[src/rtl/rbf_pkg.sv]
package rbf_pkg;

  // Extra quiet cycles the read side needs beyond the write-side window.
  localparam int unsigned RD_TAIL_DEFAULT = 2;

  // Per-side blocking decisions produced by the reset sequencer.
  typedef struct packed {
    logic wr_block;
    logic rd_block;
  } gate_t;

  function automatic bit is_pow2(input int unsigned v);
    return (v != 0) && ((v & (v - 1)) == 0);
  endfunction

endpackage

[src/rtl/rbf_reset_seq.sv]
module rbf_reset_seq #(
  parameter int unsigned RD_TAIL = rbf_pkg::RD_TAIL_DEFAULT
) (
  input  logic           clk,
  input  logic           srst,
  input  logic           wr_en,
  input  logic           rd_en,
  output logic           busy,
  output rbf_pkg::gate_t gate,
  output logic           proto_err
);
  localparam int unsigned CW = $clog2(RD_TAIL + 2);
  localparam logic [CW-1:0] LOAD = CW'(RD_TAIL + 1);

  logic          busy_q;
  logic [CW-1:0] quiet_q;
  logic          err_q;
  logic          in_reset;

  assign in_reset = srst | busy_q;

  // Busy is the reset request delayed by one cycle.
  always_ff @(posedge clk) begin
    busy_q <= srst;
  end

  // Counts the cycles after busy drops. The first one still blocks writes,
  // and the following RD_TAIL cycles still block reads.
  always_ff @(posedge clk) begin
    if (in_reset) begin
      quiet_q <= LOAD;
    end else if (quiet_q != '0) begin
      quiet_q <= quiet_q - 1'b1;
    end
  end

  always_comb begin
    gate.wr_block = in_reset | (quiet_q == LOAD);
    gate.rd_block = in_reset | (quiet_q != '0);
  end

  always_ff @(posedge clk) begin
    err_q <= (wr_en & gate.wr_block) | (rd_en & gate.rd_block);
  end

  assign busy      = busy_q;
  assign proto_err = err_q;
endmodule

[src/rtl/rbf_ptr_ctrl.sv]
module rbf_ptr_ctrl #(
  parameter int unsigned AW = 4
) (
  input  logic           clk,
  input  logic           srst,
  input  logic           wr_req,
  input  logic           rd_req,
  input  rbf_pkg::gate_t gate,
  output logic           wr_fire,
  output logic [AW-1:0]  waddr,
  output logic [AW-1:0]  raddr,
  output logic           full,
  output logic           empty,
  output logic [AW:0]    level
);
  logic [AW:0] wp_q;
  logic [AW:0] rp_q;
  logic        rd_fire;

  always_comb begin
    empty   = (wp_q == rp_q);
    full    = (wp_q[AW] != rp_q[AW]) && (wp_q[AW-1:0] == rp_q[AW-1:0]);
    wr_fire = wr_req & ~gate.wr_block & ~full;
    rd_fire = rd_req & ~gate.rd_block & ~empty;
    level   = wp_q - rp_q;
    waddr   = wp_q[AW-1:0];
    raddr   = rp_q[AW-1:0];
  end

  always_ff @(posedge clk) begin
    if (srst) begin
      wp_q <= '0;
      rp_q <= '0;
    end else begin
      if (wr_fire) wp_q <= wp_q + 1'b1;
      if (rd_fire) rp_q <= rp_q + 1'b1;
    end
  end
endmodule

[src/rtl/rbf_store.sv]
module rbf_store #(
  parameter int unsigned DW    = 8,
  parameter int unsigned DEPTH = 16,
  parameter int unsigned AW    = 4
) (
  input  logic          clk,
  input  logic          we,
  input  logic [AW-1:0] waddr,
  input  logic [DW-1:0] wdata,
  input  logic [AW-1:0] raddr,
  output logic [DW-1:0] rdata
);
  logic [DW-1:0] mem [DEPTH];

  always_ff @(posedge clk) begin
    if (we) mem[waddr] <= wdata;
  end

  assign rdata = mem[raddr];
endmodule

[src/rtl/rstbusy_fifo.sv]
module rstbusy_fifo #(
  parameter int unsigned DATA_W  = 8,
  parameter int unsigned DEPTH   = 16,
  parameter int unsigned RD_TAIL = rbf_pkg::RD_TAIL_DEFAULT
) (
  input  logic                     clk,
  input  logic                     srst,
  input  logic                     wr_en,
  input  logic [DATA_W-1:0]        wr_data,
  output logic                     full,
  input  logic                     rd_en,
  output logic [DATA_W-1:0]        rd_data,
  output logic                     empty,
  output logic [$clog2(DEPTH):0]   level,
  output logic                     wr_busy,
  output logic                     rd_busy,
  output logic                     proto_err
);
  localparam int unsigned AW = $clog2(DEPTH);

  rbf_pkg::gate_t gate;
  logic           busy;
  logic           wr_fire;
  logic [AW-1:0]  waddr;
  logic [AW-1:0]  raddr;

  rbf_reset_seq #(.RD_TAIL(RD_TAIL)) seq_i (
    .clk       (clk),
    .srst      (srst),
    .wr_en     (wr_en),
    .rd_en     (rd_en),
    .busy      (busy),
    .gate      (gate),
    .proto_err (proto_err)
  );

  rbf_ptr_ctrl #(.AW(AW)) ptr_i (
    .clk     (clk),
    .srst    (srst),
    .wr_req  (wr_en),
    .rd_req  (rd_en),
    .gate    (gate),
    .wr_fire (wr_fire),
    .waddr   (waddr),
    .raddr   (raddr),
    .full    (full),
    .empty   (empty),
    .level   (level)
  );

  rbf_store #(.DW(DATA_W), .DEPTH(DEPTH), .AW(AW)) mem_i (
    .clk   (clk),
    .we    (wr_fire),
    .waddr (waddr),
    .wdata (wr_data),
    .raddr (raddr),
    .rdata (rd_data)
  );

  assign wr_busy = busy;
  assign rd_busy = busy;
endmodule

[config.mk]
export PLATFORM = sky130hd
export DESIGN_NAME = rstbusy_fifo
export DESIGN_NICKNAME = d
export VERILOG_FILES = /design/src/rtl/rbf_pkg.sv /design/src/rtl/rbf_reset_seq.sv /design/src/rtl/rbf_ptr_ctrl.sv /design/src/rtl/rbf_store.sv /design/src/rtl/rstbusy_fifo.sv
export SDC_FILE = /design/constraint.sdc
export NUM_CORES = 1
export LEC_CHECK = 0
export BUFFER_PORTS_ARGS = -buffer_cell sky130_fd_sc_hd__buf_2
export CAP_MARGIN = 20
export CORE_UTILIZATION = 55
export DETAILED_ROUTE_END_ITERATION = 10
export GPL_ROUTABILITY_DRIVEN = 0
export PLACE_DENSITY_LB_ADDON = 0.05
export SLEW_MARGIN = 5
export SYNTH_ARGS = -nofsm -noshare
export SYNTH_HDL_FRONTEND = slang
export SYNTH_HIERARCHICAL = 1
export SYNTH_SLANG_ARGS = --single-unit
[constraint.sdc]
create_clock -name clk -period 3.35 [get_ports clk]
set_clock_uncertainty 0.05 [all_clocks]
set_input_delay 0.8375 -clock clk [delete_from_list [all_inputs] [get_ports clk]]
set_output_delay 0.8375 -clock clk [all_outputs]
set_load 0.02 [all_outputs]
# After elaboration in Yosys (flattened, before gate mapping)

Memories as Yosys holds them, arrays and structs flattened. A register that Yosys moved wholly into a read port is not among the register bits.
Cells that the tools add are included.

Bits of input ports: 12
RAM bits: 128
Memories kept: 1
Register bits after elaboration: 14
Output and inout port bits: 18

Equal/unequal tests: 4
Reduce and logical (&&, ||, !) cells: 2
Bitwise operators: 14
Muxes and demuxes: 4
Add/subtract/negate cells: 4

Memory list:

| memory    | words | width | read ports | clocked after memory_dff | wr ports | RTL line        | source |
|---|---|---|---|---|---|---|---|
| mem_i.mem | 16    | 8     | 1          | 1                        | 1        | rbf_store.sv:13 | `logic [DW-1:0] mem [DEPTH];` |

Operator list:

| kind                  | count |
|---|---|
| $add A5 B1 Y5 const B | 2 |
| $mux W4               | 2 |
| $and A1 B1 Y1         | 6 |
| $eq A5 B5 Y1          | 1 |
| $sub A5 B5 Y5         | 1 |
| $eq A4 B4 Y1          | 1 |
| $not A1 Y1            | 4 |
| $or A1 B1 Y1          | 4 |
| $eq A2 B2 Y1 const B  | 1 |
| $mux W1               | 2 |
| $reduce_bool A2 Y1    | 1 |
| $sub A2 B1 Y2 const B | 1 |
| $logic_and A1 B1 Y1   | 1 |
| $ne A1 B1 Y1          | 1 |

# Logic depth before layout (Yosys ltp)

Depth after elaboration: 7
Mapped depth: 7

# Hierarchy

Netlist, hierarchy kept.

Modules (own cells, without submodules):

| module        | seq. area each (µm²) | cells each | times used | area each (µm²) |
|---|---|---|---|---|
| rbf_store     | 3843.7               | 221        | 1          | 4987.3 |
| rbf_ptr_ctrl  | 200.2                | 82         | 1          | 714.4 |
| rbf_reset_seq | 80.1                 | 20         | 1          | 178.9 |
| rstbusy_fifo  | 0.0                  | 1          | 1          | 7.5 |

# Worst setup path after synthesis

OpenSTA, ideal clock, no wires.

Path kind: input -> register
From: input srst
To: memory mem_i.mem[0][0] (enable)
Arrival: 2.632 ns
Stages: 6
Required time: 2.917 ns
Buffers on the path: 0
Setup slack: 0.285 ns
Library setup time: 0.383 ns
Path through: or3_1 > nor2b_1 > o21ai_1 > inv_1 > or3b_2 > nor3_1

Word-level cells in the longest chain between the ends: 7

RTL lines:

| element                       | RTL line            | source |
|---|---|---|
| start, declared               | rstbusy_fifo.sv:7   | `input logic srst,` |
| $or A1 B1 Y1                  | rbf_reset_seq.sv:20 | `assign in_reset = srst \| busy_q;` |
| $or A1 B1 Y1                  | rbf_reset_seq.sv:38 | `gate.wr_block = in_reset \| (quiet_q == LOAD);` |
| $not A1 Y1                    | rbf_ptr_ctrl.sv:23  | `wr_fire = wr_req & ~gate.wr_block & ~full;` |
| $and A1 B1 Y1 (2 in series)   | rbf_ptr_ctrl.sv:23  |  |
| net wr_fire                   | rstbusy_fifo.sv:23  | `logic wr_fire;` |
| $mux W1                       | rbf_store.sv:16     | `if (we) mem[waddr] <= wdata;` |
| $mux W1 (implied by the code) | rbf_store.sv:16     |  |
| end, declared                 | rbf_store.sv:13     |  |

The timed path passes the listed nets, and every way through them passes these cells.

==> metrics.txt <==
sw power 0.000764 W; Yosys warnings 6; diodes inserted 0; final hold viol count 0; Post-Route WL approximately 12 mm; number of setup violations in the final report 0; Starting Density ~57%; dominant synthesized flop cell edfxtp_1; Synth top area share 65.3%; hold_buf cts 0; Final nets 394; worst r2r path cells 8; crit path launch ptr_i/rp_q[0]; Core Region 10400 um2; highest ir drop seen on vdd ~350 uV; filler cell count approximately 730; Internal Pwr Total ~0.0032 W; WS Path Type flip-flop to output pin; min cycle time layout approximately 3.3 ns; leading area contributor after synthesis edfxtp_1; clk buf depth 2; largest net degree at the start of global routing 21; combinational power share 1.5%; Clk network pwr share roughly 50%; Min-Delay Path Class flip-flop to flip-flop; Mean Syn Cell Area 18.2 um2; Tightest Pin Transition 0.658 ns; relative slew slack 56.0%; Clock Tree Root clkbuf_8; vias in the first global route 3040; Antenna Nets Post-Route 0; CTS H-tree lvls 4; power per standard cell area between 500 and 600 nW/um2; worst r2r dst mem_i/mem[0][3]; DR iter-0 viols 321; RSZ-0062 raised after global routing false; dpl cells about 500; gr ovfl total 0; Pre-Repair DR Iteration Count 5; CP endpoint kind output pin; clk_lat worst skew 0.51 ns; CTS Sinks between 100 and 150; Worst-path clk slew roughly 0.06 ns; Critical Path Start Type flip-flop; Top Ports 30; status finished, final reports clean; CTS tree built; overall track demand over capacity in global routing 23.1%; register bit total from synthesis 142; CP arrival 2.38 ns; total number of vias 3027; die area 11100 um2; Fmax 306 MHz; Max Slew Vio Count 0; routed length per instance 22.5 um; DIE HEIGHT 105 um; Area contributors post-synth edfxtp_1 65%, mux4_2 6.9%, mux4_1 6.2%; Seq pwr share 49.4%; syn nets around 350; drt drc 0; Final Cycle Share ~98%; initial antenna violation count 0; WHS Path Cells 2; sequential-to-total area share from yosys stat 70.0%; layout cells sized above 1 roughly 27%; DIE WIDTH 105 um; num rows 37; hold wc startpoint seq_i/quiet_q[0]; critical path peak fanout 20; dpl hpwl 7.49 mm; port buffer count 29; Multi-input gate area 1570 um2; CP required 2.46 ns; flop-to-flop setup slack around 0.62 ns; Total Neg Setup Slack 0 ns; sw frac 19.5%; routed vias/inst 5.81; register area 4130 um2; Mapped Cells around 320; first-pass GRT wire length 17.9 mm; RR Startpoint ptr_i/rp_q[2]; Mapped Area 5890 um2; Leak 2.34 nW; TritonCTS Buffers 17; number of max-cap violations 0; Post-synth ARST share 0%; Area growth, synth to finish 16.0%; Post-synth EDFFs 128; number of distinct library cells after synthesis between 40 and 50; Hold Path Sink seq_i/quiet_q[0]; final std cells w/o fill 521
## kinds of logic after synthesis
logic type	after synthesis	synth area share [%]
compound gates	31	3.76
xor+xnor	13	2.06
fa+ha+maj	9	2.04
buf+inv	30	3.31
flops	142	70.0
mux	34	13.5
simple gates	65	5.31
## per-layer routing
layer	up-vias	part of all wire, %	global-route usage (%)
li1	1380	-	-
met1	1534	43	30.6
met2	101	51	38.1
met3	12	5.7	4.95
met4	0	1.1	8.45
met5	-	0	0
## worst max-delay path, stage by stage, from the launching register on
cell,delay (ns)
dfxtp_2,0.43
buf_12,0.21
mux4_1,0.59
a22oi_1,0.30
nand2_1,0.13
buf_2,0.18
## layout make-up
| class | instances | share of cell area [%] |
|---|---|---|
| clock buffers | 18 | 6.12 |
| clock inverters | 13 | 2.75 |
| inverters | 10 | 0.550 |
| multi-input cells | 152 | 23.0 |
| flip-flops and latches | 142 | 60.4 |
| well taps | 136 | 2.49 |
| repair buffers | 50 | 4.62 |
## cell usage in the layout, fill, tap and decap left out, types with 2 or more instances in the layout
cell,netlist,final
nand2b_1,2,2
nand3_1,2,2
buf_4,10,20
ha_1,8,8
nand4_1,2,2
nor2_1,25,25
or3_1,2,2
xnor2_1,6,6
edfxtp_1,128,128
buf_2,3,29
a21o_1,2,2
dfxtp_1,14,12
nand3b_1,2,2
inv_1,10,10
clkinv_2,0,2
inv_6,0,3
mux2i_1,2,2
mux4_2,18,18
nand2_1,14,14
clkbuf_16,0,16
o21ai_1,2,2
bufinv_16,0,4
a22oi_1,16,15
dfxtp_2,0,2
nor2b_1,5,5
clkinvlp_4,0,3
xor2_1,6,6
nor3_1,4,4
a21oi_1,3,3
a211oi_1,2,2
mux4_1,14,14
o21ai_0,3,3
## registers in the layout (all words and copies together), names as in the netlist
signal           count
seq_i/proto_err      1
ptr_i/rp_q           5
seq_i/quiet_q        2
seq_i/busy           1
mem_i/mem          128
ptr_i/wp_q           5
## power groups by stage
stage | clock (W) | combinational (W) | sequential (W)
global placement | 0 | 0.0000588 | 0.00197
global route | 0.00201 | 0.0000662 | 0.00194
floorplan | 0 | 0.0000195 | 0.00197
detailed placement | 0 | 0.0000609 | 0.00197
CTS | 0.00195 | 0.0000611 | 0.00194
finish | 0.00192 | 0.0000607 | 0.00194
## synth_stat cells (3+ instances only)
master           number
a21oi_1               3
buf_2                 3
xnor2_1               6
dfxtp_1              14
mux4_1               14
nor3_1                4
xor2_1                6
edfxtp_1            128
clkdlybuf4s25_2       3
mux4_2               18
o21ai_0               3
buf_4                10
ha_1                  8
buf_6                 3
a22oi_1              16
inv_1                10
nand2_1              14
nor2_1               25
nor2b_1               5
## metrics by stage
stage	util (%)	hold WS [ns]	instance area [um2]	power (W)	setup slack (ns)
2_1_floorplan	-	0.434	5890	0.00199	0.285
3_3_place_gp	60.0	0.459	6220	0.00203	0.344
3_5_place_dp	60.0	0.457	6220	0.00203	0.310
4_1_cts	65.8	0.478	6820	0.00395	0.0497
5_1_grt	65.9	0.528	6830	0.00402	0.0152
6_report	65.9	0.473	6830	0.00392	0.0827
## how the worst max path moves through the flow
stage / end / slack [ns]
after floorplan: mem_i/mem[0][0] / 0.28
after global placement: mem_i/mem[0][2] / 0.34
after detailed placement: mem_i/mem[0][0] / 0.31
after CTS: rd_data[1] / 0.05
after global routing: rd_data[0] / 0.02
final: rd_data[2] / 0.08
## timing repair
item	in CTS	in global routing
resized for setup	0	2
buffers inserted	0	0
setup endpoints to repair	0	2
Note: power is estimated with default switching activity, not from simulation.
